## config.mk

```make
export PLATFORM = sky130hd
export DESIGN_NAME = serial_rtc_pram
export DESIGN_NICKNAME = d
export VERILOG_FILES = /design/src/rtl/rtcp_pkg.sv /design/src/rtl/rtcp_shifter.sv /design/src/rtl/rtcp_ctrl.sv /design/src/rtl/rtcp_store.sv /design/src/rtl/serial_rtc_pram.sv
export SDC_FILE = /design/constraint.sdc
export NUM_CORES = 1
export LEC_CHECK = 0
export BUFFER_PORTS_ARGS = -buffer_cell sky130_fd_sc_hd__buf_2
export CAP_MARGIN = 20
export CORE_MARGIN = 2
export CORE_UTILIZATION = 42
export DETAILED_ROUTE_END_ITERATION = 10
export GPL_TIMING_DRIVEN = 0
export PLACE_DENSITY_LB_ADDON = 0.3
export SYNTH_ARGS = -nofsm -noshare
export SYNTH_HDL_FRONTEND = slang
export SYNTH_SLANG_ARGS = --single-unit
```

## constraint.sdc

```tcl
create_clock -name clk -period 4.17 [get_ports clk]
set_clock_uncertainty 0.15 [all_clocks]
set_input_delay 0.834 -clock clk [delete_from_list [all_inputs] [get_ports clk]]
set_output_delay 0.834 -clock clk [all_outputs]
set_load 0.02 [all_outputs]
```

## src/rtl/rtcp_pkg.sv

```systemverilog
package rtcp_pkg;
  localparam int unsigned BYTE_W = 8;
  localparam logic [31:0] EPOCH_OFFSET = 32'd2082844800;

  typedef enum logic [1:0] {PH_CMD, PH_WDATA, PH_XADDR, PH_XWDATA} phase_e;
  typedef enum logic [1:0] {WR_NONE, WR_SECS, WR_PRAM, WR_WP} wr_kind_e;

  localparam logic [7:0] CMD_WPROT = 8'h35;
  localparam logic [7:0] CMD_TEST  = 8'h31;

  // command classes, independent of the read flag in bit 7
  function automatic logic is_secs(input logic [7:0] b);
    return (b[6:4] == 3'b000) && (b[1:0] == 2'b01);
  endfunction
  function automatic logic is_hi_pram(input logic [7:0] b);
    return (b[6:4] == 3'b010) && (b[1:0] == 2'b01);
  endfunction
  function automatic logic is_lo_pram(input logic [7:0] b);
    return b[6] && (b[1:0] == 2'b01);
  endfunction
  function automatic logic is_ext(input logic [7:0] b);
    return b[6:3] == 4'b0111;
  endfunction
endpackage

```

## src/rtl/rtcp_shifter.sv

```systemverilog
module rtcp_shifter
  import rtcp_pkg::*;
(
  input  logic              clk,
  input  logic              rst_n,
  input  logic              en_n,
  input  logic              sclk,
  input  logic              din,
  input  logic              host_drive,
  input  logic              load_out,
  input  logic [BYTE_W-1:0] load_byte,
  output logic              byte_vld,
  output logic [BYTE_W-1:0] byte_val,
  output logic              dout
);
  localparam int unsigned CW = $clog2(BYTE_W);

  logic              sclk_q;
  logic [BYTE_W-2:0] in_sh_q, in_sh_n;
  logic [CW-1:0]     in_cnt_q, in_cnt_n;
  logic              vld_q, vld_n;
  logic [BYTE_W-1:0] byte_q, byte_n;
  logic [BYTE_W-1:0] out_sh_q, out_sh_n;
  logic [CW:0]       out_cnt_q, out_cnt_n;
  logic              dout_q, dout_n;
  logic              rise, fall;

  assign rise = sclk & ~sclk_q & ~en_n & host_drive;
  assign fall = ~sclk & sclk_q & ~en_n & ~host_drive;

  always_comb begin
    in_sh_n  = in_sh_q;
    in_cnt_n = in_cnt_q;
    vld_n    = 1'b0;
    byte_n   = byte_q;
    if (en_n) begin
      in_cnt_n = '0;
    end else if (rise) begin
      in_sh_n  = {in_sh_q[BYTE_W-3:0], din};
      in_cnt_n = CW'(in_cnt_q + 1'b1);
      if (in_cnt_q == CW'(BYTE_W - 1)) begin
        vld_n  = 1'b1;
        byte_n = {in_sh_q, din};
      end
    end
  end

  always_comb begin
    out_sh_n  = out_sh_q;
    out_cnt_n = out_cnt_q;
    dout_n    = dout_q;
    if (en_n) begin
      out_cnt_n = '0;
    end else if (load_out) begin
      out_sh_n  = load_byte;
      out_cnt_n = (CW+1)'(BYTE_W);
    end else if (fall && (out_cnt_q != '0)) begin
      dout_n    = out_sh_q[BYTE_W-1];
      out_sh_n  = {out_sh_q[BYTE_W-2:0], 1'b0};
      out_cnt_n = out_cnt_q - 1'b1;
    end
  end

  always_ff @(posedge clk or negedge rst_n) begin
    if (!rst_n) begin
      sclk_q    <= 1'b0;
      in_sh_q   <= '0;
      in_cnt_q  <= '0;
      vld_q     <= 1'b0;
      byte_q    <= '0;
      out_sh_q  <= '0;
      out_cnt_q <= '0;
      dout_q    <= 1'b0;
    end else begin
      sclk_q    <= sclk;
      in_sh_q   <= in_sh_n;
      in_cnt_q  <= in_cnt_n;
      vld_q     <= vld_n;
      byte_q    <= byte_n;
      out_sh_q  <= out_sh_n;
      out_cnt_q <= out_cnt_n;
      dout_q    <= dout_n;
    end
  end

  assign byte_vld = vld_q;
  assign byte_val = byte_q;
  assign dout     = dout_q;
endmodule

```

## src/rtl/rtcp_ctrl.sv

```systemverilog
module rtcp_ctrl
  import rtcp_pkg::*;
#(
  parameter int unsigned AW = 8
) (
  input  logic              clk,
  input  logic              rst_n,
  input  logic              en_n,
  input  logic              byte_vld,
  input  logic [BYTE_W-1:0] byte_val,
  input  logic              wp,
  input  logic [31:0]       secs,
  input  logic [BYTE_W-1:0] rd_data,
  output logic [AW-1:0]     rd_idx,
  output logic              load_out,
  output logic [BYTE_W-1:0] load_byte,
  output wr_kind_e          wr_kind,
  output logic [AW-1:0]     wr_idx,
  output logic [BYTE_W-1:0] wr_data
);
  phase_e            ph_q, ph_n;
  logic [BYTE_W-1:0] cmd_q, cmd_n;
  logic [AW-1:0]     xidx_q, xidx_n, xidx_calc;
  logic [BYTE_W-1:0] b;

  assign b = byte_val;
  assign xidx_calc = AW'({cmd_q[2:0], 3'b000}) + AW'(b[6:2]);

  always_comb begin
    if (ph_q == PH_XADDR)  rd_idx = xidx_calc;
    else if (b[6])         rd_idx = AW'(b[5:2]);
    else                   rd_idx = AW'({3'b100, b[3:2]});
  end

  always_comb begin
    ph_n      = ph_q;
    cmd_n     = cmd_q;
    xidx_n    = xidx_q;
    load_out  = 1'b0;
    load_byte = rd_data;
    wr_kind   = WR_NONE;
    wr_idx    = '0;
    wr_data   = b;
    if (en_n) begin
      ph_n = PH_CMD;
    end else if (byte_vld) begin
      unique case (ph_q)
        PH_CMD: begin
          cmd_n = b;
          if (b[7]) begin
            if (is_secs(b)) begin
              load_out  = 1'b1;
              load_byte = secs[8*b[3:2] +: 8];
            end else if (is_hi_pram(b) || is_lo_pram(b)) begin
              load_out = 1'b1;
            end else if (is_ext(b)) begin
              ph_n = PH_XADDR;
            end
          end else begin
            ph_n = is_ext(b) ? PH_XADDR : PH_WDATA;
          end
        end
        PH_WDATA: begin
          ph_n = PH_CMD;
          if (cmd_q == CMD_WPROT) begin
            wr_kind = WR_WP;
          end else if (!wp) begin
            if (is_secs(cmd_q)) begin
              wr_kind = WR_SECS;
              wr_idx  = AW'(cmd_q[3:2]);
            end else if (is_hi_pram(cmd_q)) begin
              wr_kind = WR_PRAM;
              wr_idx  = AW'({3'b100, cmd_q[3:2]});
            end else if (is_lo_pram(cmd_q)) begin
              wr_kind = WR_PRAM;
              wr_idx  = AW'(cmd_q[5:2]);
            end
          end
        end
        PH_XADDR: begin
          if (cmd_q[7]) begin
            load_out = 1'b1;
            ph_n     = PH_CMD;
          end else begin
            xidx_n = xidx_calc;
            ph_n   = PH_XWDATA;
          end
        end
        PH_XWDATA: begin
          ph_n = PH_CMD;
          if (!wp) begin
            wr_kind = WR_PRAM;
            wr_idx  = xidx_q;
          end
        end
        default: ph_n = PH_CMD;
      endcase
    end
  end

  always_ff @(posedge clk or negedge rst_n) begin
    if (!rst_n) begin
      ph_q   <= PH_CMD;
      cmd_q  <= '0;
      xidx_q <= '0;
    end else begin
      ph_q   <= ph_n;
      cmd_q  <= cmd_n;
      xidx_q <= xidx_n;
    end
  end
endmodule

```

## src/rtl/rtcp_store.sv

```systemverilog
module rtcp_store
  import rtcp_pkg::*;
#(
  parameter int unsigned DEPTH = 256,
  parameter int unsigned AW    = $clog2(DEPTH)
) (
  input  logic              clk,
  input  logic              rst_n,
  input  logic              sec_tick,
  input  logic              preset_stb,
  input  logic [31:0]       preset_unix,
  input  wr_kind_e          wr_kind,
  input  logic [AW-1:0]     wr_idx,
  input  logic [BYTE_W-1:0] wr_data,
  input  logic [AW-1:0]     rd_idx,
  output logic [BYTE_W-1:0] rd_data,
  output logic [31:0]       secs,
  output logic              wp
);
  logic [31:0]       secs_q, secs_n;
  logic              wp_q, wp_n;
  logic [BYTE_W-1:0] mem [DEPTH];

  always_comb begin
    secs_n = secs_q;
    if (preset_stb)                secs_n = preset_unix + EPOCH_OFFSET;
    else if (wr_kind == WR_SECS)   secs_n[8*wr_idx[1:0] +: 8] = wr_data;
    else if (sec_tick)             secs_n = secs_q + 32'd1;
  end

  always_comb begin
    wp_n = wp_q;
    if (wr_kind == WR_WP) wp_n = wr_data[0];
  end

  always_ff @(posedge clk or negedge rst_n) begin
    if (!rst_n) begin
      secs_q <= '0;
      wp_q   <= 1'b0;
    end else begin
      secs_q <= secs_n;
      wp_q   <= wp_n;
    end
  end

  always_ff @(posedge clk) begin
    if (wr_kind == WR_PRAM) mem[wr_idx] <= wr_data;
  end

  assign rd_data = mem[rd_idx];
  assign secs    = secs_q;
  assign wp      = wp_q;
endmodule

```

## src/rtl/serial_rtc_pram.sv

```systemverilog
module serial_rtc_pram
  import rtcp_pkg::*;
#(
  parameter int unsigned PRAM_DEPTH = 256
) (
  input  logic        clk,
  input  logic        rst_n,
  input  logic        sec_tick,
  input  logic        preset_stb,
  input  logic [31:0] preset_unix,
  input  logic        ser_en_n,
  input  logic        ser_clk,
  input  logic        ser_din,
  input  logic        host_drive,
  output logic        ser_dout
);
  localparam int unsigned AW = $clog2(PRAM_DEPTH);

  logic              byte_vld;
  logic [BYTE_W-1:0] byte_val;
  logic              load_out;
  logic [BYTE_W-1:0] load_byte;
  logic              wp;
  logic [31:0]       secs;
  logic [BYTE_W-1:0] rd_data;
  logic [AW-1:0]     rd_idx;
  wr_kind_e          wr_kind;
  logic [AW-1:0]     wr_idx;
  logic [BYTE_W-1:0] wr_data;

  rtcp_shifter u_shift (
    .clk(clk), .rst_n(rst_n), .en_n(ser_en_n), .sclk(ser_clk), .din(ser_din),
    .host_drive(host_drive), .load_out(load_out), .load_byte(load_byte),
    .byte_vld(byte_vld), .byte_val(byte_val), .dout(ser_dout)
  );

  rtcp_ctrl #(.AW(AW)) u_ctrl (
    .clk(clk), .rst_n(rst_n), .en_n(ser_en_n), .byte_vld(byte_vld),
    .byte_val(byte_val), .wp(wp), .secs(secs), .rd_data(rd_data),
    .rd_idx(rd_idx), .load_out(load_out), .load_byte(load_byte),
    .wr_kind(wr_kind), .wr_idx(wr_idx), .wr_data(wr_data)
  );

  rtcp_store #(.DEPTH(PRAM_DEPTH), .AW(AW)) u_store (
    .clk(clk), .rst_n(rst_n), .sec_tick(sec_tick), .preset_stb(preset_stb),
    .preset_unix(preset_unix), .wr_kind(wr_kind), .wr_idx(wr_idx),
    .wr_data(wr_data), .rd_idx(rd_idx), .rd_data(rd_data), .secs(secs), .wp(wp)
  );
endmodule

```

==> impl_results.md <==
* Clk network pwr share at 43.8%
* CTS root buf: clkbuf_16
* Pre-CTS setup slack at -1.303 ns
* Comb power frac at 1.6%
* Io pins at 41
* Crit path kind: reg2reg
* R2R setup slack at -0.15 ns
* CTS Buf Count at 110
* Final #Nets at 2736
* Port bufs at 40
* Internal power at 17.65 mW
* Share of layout cells above drive strength 1 at 27.41%
* Crit path max fanout at 8
* Placeable Area at 0.1074 mm^2
* Fin crit period at 4.316 ns
* Crit share post-route at 103.5%
* DR WL/cell at 31.48 um
* Routed wire length at 131.5 mm
* Final std cell area, no fill at 0.05216 mm^2
* Sequential share of power at 54.6%
* Die area at 0.1112 mm^2
* Post-synthesis area per instance at 18.19 um^2
* First element of the critical path: u_ctrl.ph_q[1]
* Yosys warns at 0
* CTS tree: yes
* Max Slew Vio Count at 0
* Worst rel slew slack at 10.01%
* Worst hold path type: in2reg
* Clock Sinks at 1107
* Fin. Hold Viols at 0
* Reg2Reg Launch Point: u_ctrl.ph_q[1]
* Setup crit end: u_store.mem[71][4]
* Power Dens Cells at 425.6 mW/mm^2
* Gr ovfl total at 0
* Synth Register Bits at 1107
* Post-synth EDFFs at 1024
* DRC at 0
* GR Util All Layers at 23.55%
* Ys async rst share at 7.498%
* Post-Layout Cell Count at 4177
* Max frequency at 231.7 MHz
* # setup viols final at 46
* Vias in the first global route at 25570
* Clk Latency, worst-skew pair at 0.69 ns
* Vias at 25920
* Num rows at 120
* Seq/Total Area, Yosys at 72.04%
* Switching Fraction at 20.48%
* Gpl congestion at 0.9092
* Critical-path cell list: nor3b_1, and2_1, nand3_1, a21oi_1, ha_1, and2_1, nand2_1, nor2_1
* H-Tree Depth at 3
* Commonest cells after routing, fill and taps aside: edfxtp_1, mux4_2, nand2_1, clkbuf_16, nor2_2
* Run status: complete, but fails checks
* Area delta synth->final at 14.46%
* Vias per Instance at 6.205
* Crit path largest cell delay at 0.98 ns
* Setup TNS at -3.711 ns
* Worst Tran Pin Value at 1.348 ns
* Worst VDD drop at 0.3815 mV
* Antenna-violating nets left at 0
* Startpoint class of the critical path: register
* HPWL Detailed at 85.78 mm
* Global-route wire length before repair at 187.2 mm
* RSZ-0062 raised after global routing: true
* Ys flop type: edfxtp_1
* Yosys cell types at 85
* Crit path DAT at 4.49 ns
* CP required at 4.34 ns
* Crit end category: register
* Clk buf depth at 3
* Largest net degree at the start of global routing at 91
* Drt pass-1 iters at 6
* Max cap viols at 0
* Most common cell after layout, fill and taps aside: edfxtp_1
* Die Y at 333.4 um
* Failing checks: negative setup slack
* Lkg Pwr at 17.50 nW
* PnR worst setup slack at -0.1458 ns
* Initial DRC Count at 3400
* Syn_nets at 2561
* Initial core utilization at 42.45%
* Sw power at 4.546 mW
* Placed insts at 3960
* Synth Cell Area at 0.04557 mm^2
* Area after detailed placement at 0.04786 mm^2
* Reg2reg path depth at 8
* Synthesized netlist cell count at 2505
* FF-to-FF End: u_store.mem[71][4]
* Die width at 333.4 um
* Antenna violations before repair at 3
* Crit-path slowest cell: nor2_1
* Hold path depth at 1
* Worst-path clk slew at 0.07 ns
* Crit path top cell by count: and2_1
per-stage QoR:
stage	total power [mW]	util [%]	hold slack, ns
3_5_place_dp	12.69	44.58	0.3421
5_1_grt	22.73	48.58	0.1641
6_report	22.20	48.59	0.1961
4_1_cts	22.27	48.25	0.1586
2_1_floorplan	12.53	-	0.3062
3_3_place_gp	12.68	44.27	0.3196
layer usage:
metal,part of all wire (%),vias up,global-route usage [%],routed length [um]
met2,48,1471,37.84,63000
li1,-,10490,-,-
met5,0.0091,-,0,12
met1,39,13670,31.43,50920
met3,9.4,297,5.524,12410
met4,3.9,2,8.655,5168
cells by family after synthesis:
group | share of synthesized area, %
flip-flops | 72.04
buffers and inverters | 1.631
XOR/XNOR | 0.6919
multiplexers | 15.47
adder cells (fa/ha/maj) | 0.4558
AO/OA/AOI/OAI | 3.998
AND/OR/NAND/NOR | 5.714
power groups by stage:
stage          Combinational, mW  Clock (mW)  Sequential [mW]
3_3_place_gp               0.334           0             12.3
3_5_place_dp               0.345           0             12.3
6_report                   0.355        9.73             12.1
4_1_cts                    0.351        9.80             12.1
2_1_floorplan              0.224           0             12.3
5_1_grt                    0.387        10.2             12.1
state kept, by name, indices dropped and copies added, names as in the netlist:
name and cells:
u_ctrl.ph_q 2, u_store.secs 32, u_ctrl.cmd_q 8, u_ctrl.xidx_q 7
u_shift.byte_vld 1, u_shift.sclk_q 1, u_shift.byte_val 8, u_shift.out_sh_q 8
u_store.mem 1024, u_shift.dout 1, u_store.wp 1, u_shift.in_cnt_q 3
u_shift.in_sh_q 7, u_shift.out_cnt_q 4
area by class of cell:
| type | count | area (um^2) |
|---|---|---|
| fillers | 8768 | 55200 |
| flip-flops and latches | 1107 | 32860 |
| multi-input cells | 1250 | 12480 |
| clock buffers | 136 | 2892 |
| well taps | 1403 | 1755 |
| plain buffers | 133 | 803.3 |
| repair buffers | 64 | 683.2 |
| clock inverters | 69 | 629.4 |
| inverters | 14 | 52.55 |
| diodes | 1 | 2.502 |
worst max-delay path: cells and delay by family, from the launching register on:
family                   cells  cell delay [ns]
AND/OR/NAND/NOR              6             2.70
flip-flops                   1             0.45
AO/OA/AOI/OAI                1             0.42
adder cells (fa/ha/maj)      1             0.22
synth_stat cells, types with 4 or more instances:
cell type  count  area share, %
dfrtp_1       83            4.6
nand2b_1      11           0.15
o21ai_0       36           0.40
a211o_1        6           0.12
edfxtp_1    1024             67
o31ai_1       12           0.20
and4_1         5          0.096
or3_1          8           0.11
a21oi_1       54           0.59
and3_1        15           0.21
nor2b_1       12           0.16
a31oi_1       35           0.48
mux2i_1       61            1.3
and2_1        13           0.18
o21a_1        13           0.21
nor3_1        13           0.14
mux2_2        30           0.74
inv_1         14           0.12
a21o_1         5          0.082
o21ai_1       13           0.14
nand4_1       16           0.22
nand2_1      214            1.8
mux4_2       271             13
a221oi_1       5          0.096
buf_6          7           0.17
nor4_1        14           0.19
buf_2         36           0.40
a32oi_1        4          0.077
ha_1          15           0.41
o22ai_1       28           0.38
buf_4         24           0.40
a22o_1         9           0.17
nand3_1       40           0.44
xnor2_1       22           0.42
nor2_1       176            1.4
clkbuf_1      60           0.49
a211oi_1       7           0.12
a221o_1        4          0.088
buf_1          7          0.058
xor2_1        14           0.27
how the worst min path moves through the flow:
stage / slack [ns] / endpoint / from
floorplan: 0.31 / u_shift.in_cnt_q[0] / u_shift.in_cnt_q[0]
global placement: 0.32 / u_shift.in_cnt_q[0] / u_shift.in_cnt_q[0]
detailed placement: 0.34 / u_shift.in_sh_q[6] / u_shift.in_sh_q[6]
CTS: 0.16 / u_shift.sclk_q / ser_clk
global route: 0.16 / u_shift.sclk_q / ser_clk
finish: 0.20 / u_shift.sclk_q / ser_clk
timing repair:
action,CTS,global route
endpoints found under the hold margin,24,0
setup endpoints to repair,11,793
pin swaps,1,1
hold buffers,1,0
resized for setup,79,115
setup buffers,9,2
No activity file was read; power rests on OpenSTA's default activity.
